**src/rtl/dma_chan_engine.sv**
```systemverilog
module dma_chan_engine #(
  parameter bit WORD_WIDE = 1'b0,
  parameter int AW = 16,
  parameter int PW = 8
) (
  input  logic          clk,
  input  logic          rst_n,
  input  logic          prog_we,
  input  logic [AW-1:0] prog_addr,
  input  logic [AW-1:0] prog_count,
  input  logic [7:0]    mode,
  input  logic [PW-1:0] page,
  input  logic          mask_set,
  input  logic          mask_clr,
  input  logic          dreq,
  input  logic          hlda,
  output logic          hrq,
  output logic          dack,
  output logic          tc,
  output logic          io_to_mem,
  output logic          mem_to_io,
  output logic [PW+AW-1:0] phys_addr,
  output logic [AW-1:0] cur_addr,
  output logic [AW-1:0] cur_count,
  output logic [AW-1:0] residue,
  output logic          mask_o
);

  typedef enum logic [1:0] {S_IDLE, S_REQ, S_XFER, S_REL} state_t;

  state_t        state;
  logic [AW-1:0] base_addr, base_cnt;
  logic          mask_q;
  logic          cascade, xfer, at_tc, autoinit;
  logic          unused_bits;

  assign cascade  = (mode[7:6] == 2'b11);
  assign autoinit = mode[4];
  assign xfer     = (state == S_XFER);
  assign at_tc    = (cur_count == '0);

  assign hrq       = cascade ? (dreq & ~mask_q) : (state == S_REQ || state == S_XFER);
  assign dack      = cascade ? (hlda & ~mask_q) : xfer;
  assign tc        = xfer & at_tc;
  assign io_to_mem = xfer & (mode[3:2] == 2'b01);
  assign mem_to_io = xfer & (mode[3:2] == 2'b10);
  assign residue   = cur_count + AW'(1);
  assign mask_o    = mask_q;
  assign unused_bits = ^{mode[1:0], page};

  generate
    if (WORD_WIDE) begin : g_word
      assign phys_addr = {page[PW-1:1], cur_addr, 1'b0};
    end else begin : g_byte
      assign phys_addr = {page, cur_addr};
    end
  endgenerate

  always_ff @(posedge clk or negedge rst_n) begin
    if (!rst_n) begin
      state     <= S_IDLE;
      mask_q    <= 1'b1;
      base_addr <= '0;
      base_cnt  <= '0;
      cur_addr  <= '0;
      cur_count <= '0;
    end else begin
      unique case (state)
        S_IDLE: if (!cascade && dreq && !mask_q) state <= S_REQ;
        S_REQ:  if (hlda) state <= S_XFER;
        S_XFER: state <= S_REL;
        S_REL:  if (!dreq) state <= S_IDLE;
        default: state <= S_IDLE;
      endcase

      if (prog_we) begin
        base_addr <= prog_addr;
        base_cnt  <= prog_count;
        cur_addr  <= prog_addr;
        cur_count <= prog_count;
      end else if (xfer) begin
        if (at_tc && autoinit) begin
          cur_addr  <= base_addr;
          cur_count <= base_cnt;
        end else begin
          cur_count <= cur_count - AW'(1);
          cur_addr  <= mode[5] ? cur_addr - AW'(1) : cur_addr + AW'(1);
        end
      end

      if (xfer && at_tc && !autoinit) mask_q <= 1'b1;
      else if (mask_set)              mask_q <= 1'b1;
      else if (mask_clr)              mask_q <= 1'b0;
    end
  end

  assert_single_ack_R4: assert property (@(posedge clk) disable iff (!rst_n)
    (!cascade && dack) |=> !dack);
  assert_ack_after_grant_R4: assert property (@(posedge clk) disable iff (!rst_n)
    (!cascade && $rose(dack)) |-> $past(hlda));
  assert_tc_in_xfer_R2: assert property (@(posedge clk) disable iff (!rst_n)
    tc |-> dack);
  assert_count_step_R3: assert property (@(posedge clk) disable iff (!rst_n)
    (xfer && !prog_we && !(at_tc && autoinit)) |=> cur_count == $past(cur_count) - AW'(1));
  assert_addr_inc_R5: assert property (@(posedge clk) disable iff (!rst_n)
    (xfer && !prog_we && !(at_tc && autoinit) && !mode[5]) |=> cur_addr == $past(cur_addr) + AW'(1));
  assert_addr_dec_R6: assert property (@(posedge clk) disable iff (!rst_n)
    (xfer && !prog_we && !(at_tc && autoinit) && mode[5]) |=> cur_addr == $past(cur_addr) - AW'(1));
  assert_reload_R10: assert property (@(posedge clk) disable iff (!rst_n)
    (tc && autoinit && !prog_we) |=> (cur_count == $past(base_cnt)) && !mask_o);
  assert_mask_on_tc_R11: assert property (@(posedge clk) disable iff (!rst_n)
    (tc && !autoinit) |=> mask_o);
  assert_cascade_hold_R12: assert property (@(posedge clk) disable iff (!rst_n)
    (cascade && state == S_IDLE && !prog_we) |=> cur_count == $past(cur_count));
  assert_masked_quiet_R13: assert property (@(posedge clk) disable iff (!rst_n)
    (!cascade && mask_o && state == S_IDLE) |=> !dack);

endmodule

```
**config.mk**
```make
export PLATFORM = sky130hd
export DESIGN_NAME = dma_chan_engine
export DESIGN_NICKNAME = d
export VERILOG_FILES = /design/src/rtl/dma_chan_engine.sv
export SDC_FILE = /design/constraint.sdc
export NUM_CORES = 1
export LEC_CHECK = 0
export CORE_MARGIN = 2
export CORE_UTILIZATION = 44
export CTS_CLUSTER_SIZE = 16
export DETAILED_ROUTE_END_ITERATION = 8
export PLACE_DENSITY = 0.83
export SLEW_MARGIN = 40
export SYNTH_ARGS = -nofsm -noshare
export SYNTH_HDL_FRONTEND = slang
export SYNTH_SLANG_ARGS = --single-unit
```
**constraint.sdc**
```tcl
create_clock -name clk -period 2.3 [get_ports clk]
set_input_delay 0.69 -clock clk [delete_from_list [all_inputs] [get_ports clk]]
set_output_delay 0.69 -clock clk [all_outputs]
set_load 0.02 [all_outputs]
```
## After elaboration in Yosys (flattened, before gate mapping)

Cells that the tools add are included.

- Register bits: 67
- Memories: 0
- Bits in writable memories: 0
- Output and inout port bits: 78
- Bits in latches: 0
- Memory bits (read-only): 0
- Word-level logic and storage cells: 55

- Shifts and indexed selects: 0
- Div/mod/pow operators: 0
- Reduce and logical (&&, ||, !) cells: 14
- Multiply operators: 0
- Order comparisons: 0
- Bitwise gates (word level): 6
- Multiplexer cells: 16
- Add/subtract/negate cells: 4
- Eq/ne operators: 9

Operators by type and width:

| cell | number |
|---|---|
| 2-to-1 mux 16 bit | 7 |
| adder 16 x 1 -> 16 bit (second input constant) | 2 |
| subtractor 16 x 1 -> 16 bit (second input constant) | 2 |
| logical NOT 16 bit | 1 |
| equality test 2 bit (second input constant) | 4 |
| one-hot mux 2 bit (4 select lines) | 1 |
| 2-to-1 mux 2 bit | 3 |
| inequality test 2 bit (second input constant) | 3 |
| AND 1 bit | 5 |
| logical AND 1 bit | 5 |
| 2-to-1 mux 1 bit | 5 |
| equality test 2 x 1 -> 1 bit (second input constant) | 2 |
| logical NOT 1 bit | 3 |
| AND reduction 3 bit | 1 |
| nonzero test 3 bit | 1 |
| logical NOT 2 bit | 1 |
| nonzero test 2 bit | 1 |
| logical OR 1 bit | 1 |
| inverter 1 bit | 1 |

## Logic depth before layout (Yosys ltp)

- Word-level depth: 6
- Gate-level depth with buffers: 10
- Gate-level depth less buffers: 9

## Worst setup path after synthesis

No wires, ideal clock.

- Path type: input to register
- Start: in mode[5]
- End: reg cur_addr[10]
- Setup time: 131 ps
- Buffers on the path: 0
- Stages: 8
- Arrival: 2454 ps
- Setup slack: -285 ps
- Cells stage by stage: fa_1 a21o_1 a221oi_1 o21ai_0 a21o_1 a21oi_1 xor2_1 o21ai_0

- Cells in the longest elaborated chain, start to end: 4

RTL lines:

| item | line | source |
|---|---|---|
| start: declaration | 11 | `input logic [7:0] mode,` |
| 2-to-1 mux 16 bit | 87 | `cur_addr <= mode[5] ? cur_addr - AW'(1) : cur_addr + AW'(1);` |
| 2-to-1 mux 16 bit | 82 | `if (at_tc && autoinit) begin` |
| 2-to-1 mux 16 bit | 81 | `end else if (xfer) begin` |
| 2-to-1 mux 16 bit | 76 | `if (prog_we) begin` |
| end signal: assignment | 79 | `cur_addr <= prog_addr;` |
| end signal: assignment | 83 | `cur_addr <= base_addr;` |
| end signal: assignment | 87 |  |
| end: declaration | 23 | `output logic [AW-1:0] cur_addr,` |

No other way between the ends. The select of a mux whose other input is x is not followed.
A chain may end at the register's enable or synchronous reset.

## Final worst setup path

- Start: reg cur_count[0]
- End: out tc

- Cells in the longest elaborated chain, start to end: 2

RTL lines:

| item | line | source |
|---|---|---|
| start: declaration | 24 | `output logic [AW-1:0] cur_count,` |
| start signal: assignment | 80 | `cur_count <= prog_count;` |
| start signal: assignment | 84 | `cur_count <= base_cnt;` |
| start signal: assignment | 86 | `cur_count <= cur_count - AW'(1);` |
| logical NOT 16 bit | 40 | `assign at_tc = (cur_count == '0);` |
| AND 1 bit | 44 | `assign tc = xfer & at_tc;` |
| end: declaration | 19 | `output logic tc,` |

No other way between the ends.

==> results_dict.tcl <==
set metrics [dict create \
    finalSetupTns_ns -3.55 \
    fin_crit_ns 2.60 \
    overflow 0 \
    cpLargestDelayFamily "simple AND/OR/NAND/NOR gates" \
    wire_per_inst_um 18.5 \
    path_cells "inv_4 > ha_4 > nor4b_4 > nor4b_4 > and3_4 > buf_6" \
    yosys-top-cells-area "dfrtp_1 (36%), o21ai_0 (8.3%), nand2_1 (6.2%), ha_1 (6.1%), buf_4 (4.3%)" \
    hold_viol_final 0 \
    grt_pass1_wl_um 23700 \
    worst_pin_slew_ns 0.477 \
    cap_violations 0 \
    cts_buffers 9 \
    fin_area_um2 7400 \
    powerDensity_nw_per_um2 958 \
    synth_cell_types 60 \
    cpMostUsedCell "nor4b_4" \
    fin_crit_sh_pct 113 \
    status "finished with violations" \
    postPlaceCellArea_um2 6410 \
    critPathCaptureType "output port" \
    rsz0062_at_grt "yes" \
    ys_ff_latch 67 \
    max_freq_mhz 384 \
    synth_top_area_cell "dfrtp_1" \
    initial_core_util_pct 44.6 \
    fin_ws_ns -0.304 \
    syn_avg_cell_area_um2 8.28 \
    routed_wirelength_um 16300 \
    final_cells 877 \
    routed_via_density 5.73 \
    place_ws_ns -0.806 \
    cp.required_ns 1.61 \
    final_util_pct 72.6 \
    leakagePower_nw 3.28 \
    clock-sinks 67 \
    grt_pass1_vias 5004 \
    globalplace.congestion 0.885 \
    htreeDepth 3 \
    r2r-start "cur_count[9]" \
    die_h_um 106 \
    n_fill_cell 667 \
    ant_nets 0 \
    io_pins 133 \
    violations "setup timing" \
    netSwitchingFraction_pct 42.0 \
    drtIter0Drc 383 \
    synth_edf_count 0 \
    setup_viol 32 \
    dr_total_vias 5024 \
    die_w_um 106 \
    synth_cells 549 \
    dp_hpwl_um 9860 \
    path_class "flop to output port" \
    max_stage_delay_ns 0.46 \
    p_int_mw 4.11 \
    synth.yosys.seq_area_share_pct 36.9 \
    die_area_um2 11200 \
    nNetsFinal 814 \
    ys_top_cells_by_count "nand2_1 (75), o21ai_0 (75), dfrtp_1 (66), inv_1 (44), a21oi_1 (32)" \
    clockPowerShare_pct 16.0 \
    async_flop_share_pct 100 \
    whs_ns 0.279 \
    core_um2 10200 \
    drc 0 \
    slew_violations 0 \
    cts_buffer_depth 2 \
    dp.cells 840 \
    ctsHoldBuffers 0 \
    switching_power_mw 2.98 \
    seqPwrFrac_pct 23.4 \
    cp_slowest_cell "dfrtp_2" \
    synth_ff_type "dfrtp_1" \
    cp-startpoint "cur_count[0]" \
    crit_path_max_fanout 4 \
    cp-start-kind "flop" \
    yosys_warnings 0 \
    antennaDiodeCount 0 \
    clock_latency_ns 0.36 \
    rows 37 \
    first_pass_iters 5 \
    netlist_area_um2 4550 \
    tritoncts "built" \
    comb_power_share_pct 60.5 \
    synthToLayoutAreaGrowth_pct 62.8 \
    worstPathBufferInverterCount 2 \
    drive_gt1_share_pct 36.2 \
    arrival_ns 1.91 \
    cts-root-buf "clkbuf_8" \
    gr-usage-all-layers_pct 26.4 \
    clock_skew_ns 0.0140 \
    peakVddDrop_mv 0.553 \
    portBuffers 114 \
    clk_pin_slew_ns 0.08 \
    antenna_found_initial 0 \
    grt_max_degree 58 \
    synth_nets 627 \
    hold_class "input pin to async pin" \
    synth.top_cell.area_share_pct 36.3 \
    power_mw 7.09 \
    max-slew-margin-rel_pct 68.2 \
]
[repair_timing]
action | in CTS | in global routing
cloned | 0 | 2
setup buffers | 13 | 10
pin swaps | 44 | 37
endpoints found under the setup margin | 39 | 49
resized for setup | 179 | 91
[cells by family (layout without fill, tap and decap cells)]
logic type	Yosys count	count (layout)	share of synthesized area (%)
multiplexers	5	5	1.21
adder cells (fa/ha/maj)	23	23	6.50
AO/OA/AOI/OAI	167	167	22.1
XOR/XNOR	31	31	5.97
buffers and inverters	101	293	10.8
flip-flops	67	67	36.9
AND/OR/NAND/NOR	155	155	16.6
[path summary, 6_finish.rpt]
path / to / cells after the start / slack, ns
max: tc / 6 / -0.30
min: base_cnt[8] / 1 / 0.28
max reg2reg: cur_count[8] / 9 / -0.17
min reg2reg: base_cnt[1] / 2 / 0.53
max in group asynchronous: mask_o / 2 / 1.40
min in group clk: base_cnt[1] / 2 / 0.53
[cell type report]
cell class,count,area (µm²),area share [%]
flip-flops and latches,67,1690,22.8
inverters,44,168,2.27
multi-input cells,381,3060,41.3
clock inverters,6,88.8,1.20
clock buffers,10,138,1.86
repair buffers,233,2090,28.2
well taps,136,170,2.30
[registers in the layout, indices dropped and copies added, names as in the netlist]
register / cells
base_cnt: 16
cur_count: 16
base_addr: 16
mask_o: 1
state: 2
cur_addr: 16
[layout by cell type (no fill, tap or decap), types with 8 or more instances in the layout]
master / synthesis / routed
a21o_1: 10 / 9
o21ai_2: 0 / 8
buf_6: 1 / 23
buf_4: 26 / 109
o21ai_0: 75 / 39
nand2_1: 75 / 67
inv_1: 44 / 41
ha_1: 22 / 9
clkdlybuf4s50_1: 0 / 87
xnor2_1: 17 / 10
dfrtp_1: 66 / 59
ha_4: 0 / 13
clkbuf_8: 0 / 10
a21oi_1: 32 / 24
nor2b_1: 8 / 8
nor2_1: 22 / 13
o21ai_1: 1 / 28
xor2_1: 14 / 12
[worst reg2reg max path, cell delays in order (launching register included)]
cell and delay (ns):
dfrtp_2 0.41, or4_4 0.54, buf_4 0.16, buf_4 0.13, nor3_4 0.17, and4_4 0.30
nor2_2 0.06, a32o_1 0.26, a211o_1 0.30, nand2_1 0.07
[metal layers]
layer	track usage, %	up-vias	share of wire (%)
met4	13.1	0	4.0
met3	3.53	66	7.9
met1	33.2	2415	39
met2	44.6	293	49
met5	0	-	0
li1	-	2250	-
[power groups by stage]
stage | logic (mW) | clock network [mW] | registers [mW]
6_report | 4.29 | 1.14 | 1.66
5_1_grt | 4.57 | 1.18 | 1.68
4_1_cts | 3.88 | 1.14 | 1.64
3_5_place_dp | 3.60 | 0 | 1.63
3_3_place_gp | 3.49 | 0 | 1.62
2_1_floorplan | 1.97 | 0 | 1.78
No activity file was read; power rests on OpenSTA's default activity.
